[config.mk]
export PLATFORM = sky130hd
export DESIGN_NAME = tick_miss_watchdog
export DESIGN_NICKNAME = d
export VERILOG_FILES = /design/src/rtl/tmw_pkg.sv /design/src/rtl/tmw_rst_sync.sv /design/src/rtl/tmw_regs.sv /design/src/rtl/tmw_prescaler.sv /design/src/rtl/tmw_miss_ctr.sv /design/src/rtl/tick_miss_watchdog.sv
export SDC_FILE = /design/constraint.sdc
export NUM_CORES = 1
export LEC_CHECK = 0
export BUFFER_PORTS_ARGS = -buffer_cell sky130_fd_sc_hd__buf_2
export CORE_MARGIN = 10
export CORE_UTILIZATION = 61
export CTS_CLUSTER_DIAMETER = 50
export DETAILED_ROUTE_END_ITERATION = 12
export HOLD_SLACK_MARGIN = 0.06
export PLACE_DENSITY = 0.94
export SYNTH_ARGS = -nofsm -noshare
export SYNTH_HDL_FRONTEND = slang
export SYNTH_SLANG_ARGS = --single-unit
export TNS_END_PERCENT = 50
[constraint.sdc]
create_clock -name clk -period 2.99 [get_ports clk]
set_input_delay 0.4485 -clock clk [delete_from_list [all_inputs] [get_ports clk]]
set_output_delay 0.4485 -clock clk [all_outputs]
set_load 0.05 [all_outputs]
[src/rtl/tmw_pkg.sv]
package tmw_pkg;

  localparam logic [7:0] TMW_ID_VALUE = 8'h42;

  localparam logic [3:0] OFS_ID   = 4'h0;
  localparam logic [3:0] OFS_EN   = 4'h1;
  localparam logic [3:0] OFS_KICK = 4'h2;

  typedef struct packed {
    logic en_set;   // non-zero write to enable location
    logic en_clr;   // zero write to enable location
    logic kick;     // any write to kick location
  } tmw_cmd_t;

endpackage

[src/rtl/tmw_rst_sync.sv]
module tmw_rst_sync #(
  parameter int unsigned STAGES = 2
) (
  input  logic clk,
  input  logic rst_n,
  output logic rst_sync_n_o
);

  logic [STAGES-1:0] sync_q;
  logic [STAGES-1:0] sync_d;

  always_comb begin
    sync_d = {sync_q[STAGES-2:0], 1'b1};
  end

  always_ff @(posedge clk or negedge rst_n) begin
    if (!rst_n) sync_q <= '0;
    else        sync_q <= sync_d;
  end

  assign rst_sync_n_o = sync_q[STAGES-1];

endmodule

[src/rtl/tmw_regs.sv]
module tmw_regs
  import tmw_pkg::*;
#(
  parameter int unsigned ADDR_W = 4,
  parameter int unsigned DATA_W = 8
) (
  input  logic              clk,
  input  logic              rst_n,
  input  logic [ADDR_W-1:0] addr_i,
  input  logic [DATA_W-1:0] wdata_i,
  input  logic              wr_en_i,
  input  logic              rd_en_i,
  output logic [DATA_W-1:0] rdata_o,
  output logic              en_o,
  output tmw_cmd_t          cmd_o
);

  localparam logic [ADDR_W-1:0] A_ID   = ADDR_W'(OFS_ID);
  localparam logic [ADDR_W-1:0] A_EN   = ADDR_W'(OFS_EN);
  localparam logic [ADDR_W-1:0] A_KICK = ADDR_W'(OFS_KICK);

  logic              en_q, en_d;
  logic [DATA_W-1:0] rdata_q, rdata_d;
  logic [DATA_W-1:0] rd_mux;
  tmw_cmd_t          cmd;

  always_comb begin
    cmd.en_set = wr_en_i && (addr_i == A_EN) && (|wdata_i);
    cmd.en_clr = wr_en_i && (addr_i == A_EN) && !(|wdata_i);
    cmd.kick   = wr_en_i && (addr_i == A_KICK);
  end

  always_comb begin
    en_d = en_q;
    if (cmd.en_set)      en_d = 1'b1;
    else if (cmd.en_clr) en_d = 1'b0;
  end

  always_comb begin
    unique case (addr_i)
      A_ID:    rd_mux = DATA_W'(TMW_ID_VALUE);
      A_EN:    rd_mux = DATA_W'(en_q);
      default: rd_mux = '0;
    endcase
    rdata_d = rd_en_i ? rd_mux : rdata_q;
  end

  always_ff @(posedge clk or negedge rst_n) begin
    if (!rst_n) begin
      en_q    <= 1'b0;
      rdata_q <= '0;
    end else begin
      en_q    <= en_d;
      rdata_q <= rdata_d;
    end
  end

  assign rdata_o = rdata_q;
  assign en_o    = en_q;
  assign cmd_o   = cmd;

  AST_ID_READ: assert property (@(posedge clk) disable iff (!rst_n)
    (rd_en_i && addr_i == A_ID) |=> (rdata_o == DATA_W'(TMW_ID_VALUE)));

  AST_UNUSED_READ_ZERO: assert property (@(posedge clk) disable iff (!rst_n)
    (rd_en_i && addr_i > A_KICK) |=> (rdata_o == '0));

  AST_EN_READ_BINARY: assert property (@(posedge clk) disable iff (!rst_n)
    (rd_en_i && addr_i == A_EN) |=> (rdata_o <= DATA_W'(1)));

endmodule

[src/rtl/tmw_prescaler.sv]
module tmw_prescaler #(
  parameter int unsigned TICK_CYCLES = 100_000_000
) (
  input  logic clk,
  input  logic rst_n,
  input  logic run_i,
  input  logic restart_i,
  input  logic stop_i,
  output logic tick_o
);

  localparam int unsigned PW = (TICK_CYCLES > 1) ? $clog2(TICK_CYCLES) : 1;
  localparam logic [PW-1:0] LAST = PW'(TICK_CYCLES - 1);

  logic [PW-1:0] pre_q, pre_d;
  logic          at_last;
  logic          tick;

  always_comb begin
    at_last = (pre_q == LAST);
    tick    = run_i && !stop_i && !restart_i && at_last;
    if (restart_i || stop_i || !run_i || at_last) pre_d = '0;
    else                                          pre_d = pre_q + PW'(1);
  end

  always_ff @(posedge clk or negedge rst_n) begin
    if (!rst_n) pre_q <= '0;
    else        pre_q <= pre_d;
  end

  assign tick_o = tick;

  generate
    if (TICK_CYCLES > 1) begin : g_period_chk
      AST_TICK_SPACED: assert property (@(posedge clk) disable iff (!rst_n)
        tick_o |=> !tick_o);
    end
  endgenerate

endmodule

[src/rtl/tmw_miss_ctr.sv]
module tmw_miss_ctr #(
  parameter int unsigned EXPIRE_LIMIT = 10
) (
  input  logic clk,
  input  logic rst_n,
  input  logic eval_i,
  input  logic kick_i,
  output logic warn_o,
  output logic reset_req_o
);

  localparam int unsigned CW = $clog2(EXPIRE_LIMIT + 2);
  localparam logic [CW-1:0] CMAX = {CW{1'b1}};
  localparam logic [CW-1:0] CLIM = CW'(EXPIRE_LIMIT);

  logic [CW-1:0] cnt_q, cnt_d;
  logic          kicked_q, kicked_d;
  logic          warn_q, warn_d;
  logic          req_q, req_d;

  always_comb begin
    cnt_d    = cnt_q;
    kicked_d = kicked_q;
    warn_d   = 1'b0;
    req_d    = 1'b0;
    if (kick_i) begin
      kicked_d = 1'b1;
      cnt_d    = '0;
    end else if (eval_i) begin
      if (!kicked_q && cnt_q != CMAX) cnt_d = cnt_q + CW'(1);
      kicked_d = 1'b0;
      warn_d   = (cnt_d > CW'(1));
      req_d    = (cnt_d > CLIM);
    end
  end

  always_ff @(posedge clk or negedge rst_n) begin
    if (!rst_n) begin
      cnt_q    <= '0;
      kicked_q <= 1'b0;
      warn_q   <= 1'b0;
      req_q    <= 1'b0;
    end else begin
      cnt_q    <= cnt_d;
      kicked_q <= kicked_d;
      warn_q   <= warn_d;
      req_q    <= req_d;
    end
  end

  assign warn_o      = warn_q;
  assign reset_req_o = req_q;

  AST_KICK_CLEARS: assert property (@(posedge clk) disable iff (!rst_n)
    kick_i |=> (cnt_q == '0 && kicked_q));

  AST_WARN_ABOVE_ONE: assert property (@(posedge clk) disable iff (!rst_n)
    warn_q |-> (cnt_q > CW'(1)));

  AST_REQ_ABOVE_LIMIT: assert property (@(posedge clk) disable iff (!rst_n)
    reset_req_o |-> (cnt_q > CLIM));

  AST_NO_WRAP: assert property (@(posedge clk) disable iff (!rst_n)
    (cnt_q == CMAX && !kick_i) |=> (cnt_q == CMAX));

  AST_EVAL_CLEARS_KICKED: assert property (@(posedge clk) disable iff (!rst_n)
    (eval_i && !kick_i) |=> !kicked_q);

  AST_PULSE_SINGLE: assert property (@(posedge clk) disable iff (!rst_n)
    (reset_req_o && !$past(eval_i && !kick_i)) |-> 1'b0);

endmodule

[src/rtl/tick_miss_watchdog.sv]
module tick_miss_watchdog
  import tmw_pkg::*;
#(
  parameter int unsigned ADDR_W       = 4,
  parameter int unsigned DATA_W       = 8,
  parameter int unsigned TICK_CYCLES  = 100_000_000,
  parameter int unsigned EXPIRE_LIMIT = 10,
  parameter int unsigned SYNC_STAGES  = 2
) (
  input  logic              clk,
  input  logic              rst_n,
  input  logic [ADDR_W-1:0] addr_i,
  input  logic [DATA_W-1:0] wdata_i,
  input  logic              wr_en_i,
  input  logic              rd_en_i,
  output logic [DATA_W-1:0] rdata_o,
  output logic              warn_o,
  output logic              reset_req_o
);

  logic     rst_sync_n;
  logic     en;
  tmw_cmd_t cmd;
  logic     tick;
  logic     eval;

  tmw_rst_sync #(.STAGES(SYNC_STAGES)) i_rst_sync (
    .clk          (clk),
    .rst_n        (rst_n),
    .rst_sync_n_o (rst_sync_n)
  );

  tmw_regs #(.ADDR_W(ADDR_W), .DATA_W(DATA_W)) i_regs (
    .clk     (clk),
    .rst_n   (rst_sync_n),
    .addr_i  (addr_i),
    .wdata_i (wdata_i),
    .wr_en_i (wr_en_i),
    .rd_en_i (rd_en_i),
    .rdata_o (rdata_o),
    .en_o    (en),
    .cmd_o   (cmd)
  );

  tmw_prescaler #(.TICK_CYCLES(TICK_CYCLES)) i_prescaler (
    .clk       (clk),
    .rst_n     (rst_sync_n),
    .run_i     (en),
    .restart_i (cmd.en_set),
    .stop_i    (cmd.en_clr),
    .tick_o    (tick)
  );

  assign eval = cmd.en_set | tick;

  tmw_miss_ctr #(.EXPIRE_LIMIT(EXPIRE_LIMIT)) i_miss_ctr (
    .clk         (clk),
    .rst_n       (rst_sync_n),
    .eval_i      (eval),
    .kick_i      (cmd.kick),
    .warn_o      (warn_o),
    .reset_req_o (reset_req_o)
  );

  AST_NO_EVAL_WHEN_OFF: assert property (@(posedge clk) disable iff (!rst_sync_n)
    (!en && !cmd.en_set) |-> !tick);

  AST_REQ_IMPLIES_WARN: assert property (@(posedge clk) disable iff (!rst_sync_n)
    reset_req_o |-> warn_o);

endmodule

==> results.cfg <==
[power_and_ir_drop]
leakage_nw = 0.908
power.share.clock_pct = 27.2
combPwrFrac_pct = 13.4
ir_drop_mv = 0.277
seqPwrFrac_pct = 59.4
sw_frac_of_total_pct = 28.1
power_density_mw_per_mm2 = 447
p_int_uw = 697
switchingPower_uw = 272

[timing]
grt_setup_unrepaired = false
report.final.slew_viol_count = 0
finalSetupTns_ns = 0
slew_headroom_pct = 54.1
finalHoldViolCount = 0
fmax_ghz = 0.435
fin_crit_sh_pct = 76.9
skew_ns = 0.0134
setup_viol = 0
timing.hold.ws_ns = 0.273
fin_crit_ns = 2.30
worst-slew-pin-transition_ns = 0.679

[cts]
htreeDepth = 2
cts_setup_buffers = 0
cts_max_path_buffers = 2
tritoncts_num_sinks = 39
cts_made_buffers = 5
cts_resized = 0
hold_buffers = 1
clk-insertion-delay-late_ns = 0.34
tritoncts = yes
cts.reportedPaths.clkPinSlew_ns = 0.11
cts_root_buf = clkbuf_4

[synthesis]
synth_area_leader_cell = dfrtp_1
synth-async-reset-ratio_pct = 100
yosysSeqAreaShare_pct = 48.9
synth-main-ff-cell = dfrtp_1
ys_types = 39
syn_inst = 213
yosysTopAreaCellShare_pct = 48.9
synth-edff-count = 0
yosys_warnings = 0
syn_avg_cell_area_um2 = 9.37
synth.ff_latch_count = 39
yosys-top-cells-area = dfrtp_1, xnor2_1, nor2_1
netlist_area_mm2 = 0.00200

[cells_and_area]
fin_util_pct = 69.8
final_common_cell = dfrtp_1
layout_common_cells = dfrtp_1, nor2_1, xnor2_1
final_cells = 278
diodes = 0
drive_gt1_share_pct = 14.1
final_nets = 252
synthToLayoutAreaGrowth_pct = 8.59

[status]
status = completed

[floorplan]
die_w_um = 77.2
row_count = 20
die_h_um = 77.2
dieArea_mm2 = 0.00596
start_util_pct = 64.3
core_area_mm2 = 0.00310
ios = 26

[place]
gp_congestion = 0.862
dp.cells = 270
portBuffers = 20
dp_hpwl_um = 2710

[grt]
track_usage_pct = 12.7
antenna_found_initial = 0
grt-ovfl-total = 0
first_global_vias = 1466
grt_start_max_net_pins = 38
grt_pass1_wl_um = 6420

[critical_path]
cp_max_fo = 9
endpoint = i_miss_ctr.reset_req_o$_DFF_PN0_
r2r-start = i_prescaler.pre_q[0]$_DFF_PN0_
crit_path_start = i_prescaler.pre_q[0]$_DFF_PN0_
r2r_end = i_miss_ctr.reset_req_o$_DFF_PN0_
cp-end-kind = register
start_kind = register
setup.worst_path.class = reg -> reg
required_ns = 3.26
critPathArrivalTime_ns = 2.57
rrSetupSlack_ns = 0.69
rr_worst_depth = 6

[drt]
vias_per_cell = 5.45
num_vias = 1516
routed_wl_um = 3600
drc_errors = 0
drt_first_pass_iters = 4
wire_per_inst_um = 12.9
antenna_left = 0
drtIter0Drc = 109

[flow_run]
timing.max_cap.violations = 0

[hold_path]
hold_path_class = reg -> async
## sequential cells by signal, summed over array words and instances, names as in the netlist
| name | flops |
|---|---|
| i_miss_ctr.kicked_q | 1 |
| i_miss_ctr.cnt_q | 4 |
| i_regs.en_o | 1 |
| i_prescaler.pre_q | 27 |
| i_rst_sync.sync_q | 2 |
| i_regs.rdata_o | 2 |
| i_miss_ctr.reset_req_o | 1 |
| i_miss_ctr.warn_o | 1 |
## layer usage
layer  routed length (µm)  up-vias  global-route usage (%)
li1                     -      763                       -
met1                 1590      714                    15.3
met2                 1790       32                    20.9
met3                  148        7                    3.03
met4                   71        0                    5.66
met5                    0        -                       0
## synthesized netlist by cell type, drive strengths merged, types with 4 or more instances
cell and instances:
nand3 14, nor3 12, o21ai 5, nand2 14, xnor2 22, buf 10
nor4 11, a21oi 5, inv 9, nand4 4, dfrtp 39, nor2 33
## how the worst min path moves through the flow
stage	from	endpoint	slack, ns	cells past startpoint
floorplan	rst_n	i_rst_sync.sync_q[0]$_DFF_PN0_	0.15	0
global placement	rst_n	i_rst_sync.sync_q[0]$_DFF_PN0_	0.23	1
detailed placement	rst_n	i_rst_sync.sync_q[1]$_DFF_PN0_	0.24	1
CTS	i_rst_sync.sync_q[1]$_DFF_PN0_	i_miss_ctr.cnt_q[0]$_DFFE_PN0P_	0.29	1
global route	rd_en_i	i_regs.rdata_o[0]$_DFFE_PN0P_	0.30	2
finish	i_rst_sync.sync_q[1]$_DFF_PN0_	i_miss_ctr.cnt_q[0]$_DFFE_PN0P_	0.27	1
## power groups by stage
stage | clock (mW) | sequential (mW) | combinational (mW)
4_1_cts | 0.273 | 0.576 | 0.132
6_report | 0.264 | 0.576 | 0.130
3_3_place_gp | 0 | 0.583 | 0.126
5_1_grt | 0.303 | 0.580 | 0.149
2_1_floorplan | 0 | 0.591 | 0.0975
3_5_place_dp | 0 | 0.586 | 0.131
## cells by family after synthesis
family / count (synthesis) / share of synthesized area (%)
simple gates: 104 / 26.6
buf+inv: 21 / 5.33
xor+xnor: 25 / 11.0
compound gates: 19 / 6.02
mux: 1 / 0.564
other cells: 2 / 0.376
fa+ha+maj: 2 / 1.25
flops: 39 / 48.9
## critical path: stages (launching register included)
cell and delay (ns):
dfrtp_1 0.40, ha_1 0.27, nand4_4 0.19, or2_0 0.35, o41ai_1 0.66, nand2_1 0.14, nor3_1 0.21
## stage by stage
| step | area [µm²] | total power [mW] | setup slack (ns) |
|---|---|---|---|
| 6_report | 2170 | 0.970 | 0.690 |
| 5_1_grt | 2170 | 1.03 | 0.472 |
| 4_1_cts | 2170 | 0.980 | 0.676 |
| 3_5_place_dp | 2100 | 0.717 | 0.703 |
| 3_3_place_gp | 2100 | 0.709 | 0.750 |
| 2_1_floorplan | 2010 | 0.688 | 0.909 |
## layout make-up
cell class / instances / area [µm²]
multi-input cells: 157 / 928
flip-flops and latches: 39 / 976
fillers: 255 / 936
clock inverters: 1 / 5.00
inverters: 9 / 33.8
clock buffers: 6 / 51.3
repair buffers: 22 / 118
well taps: 44 / 55.1
(Power assumes the default switching activity.)
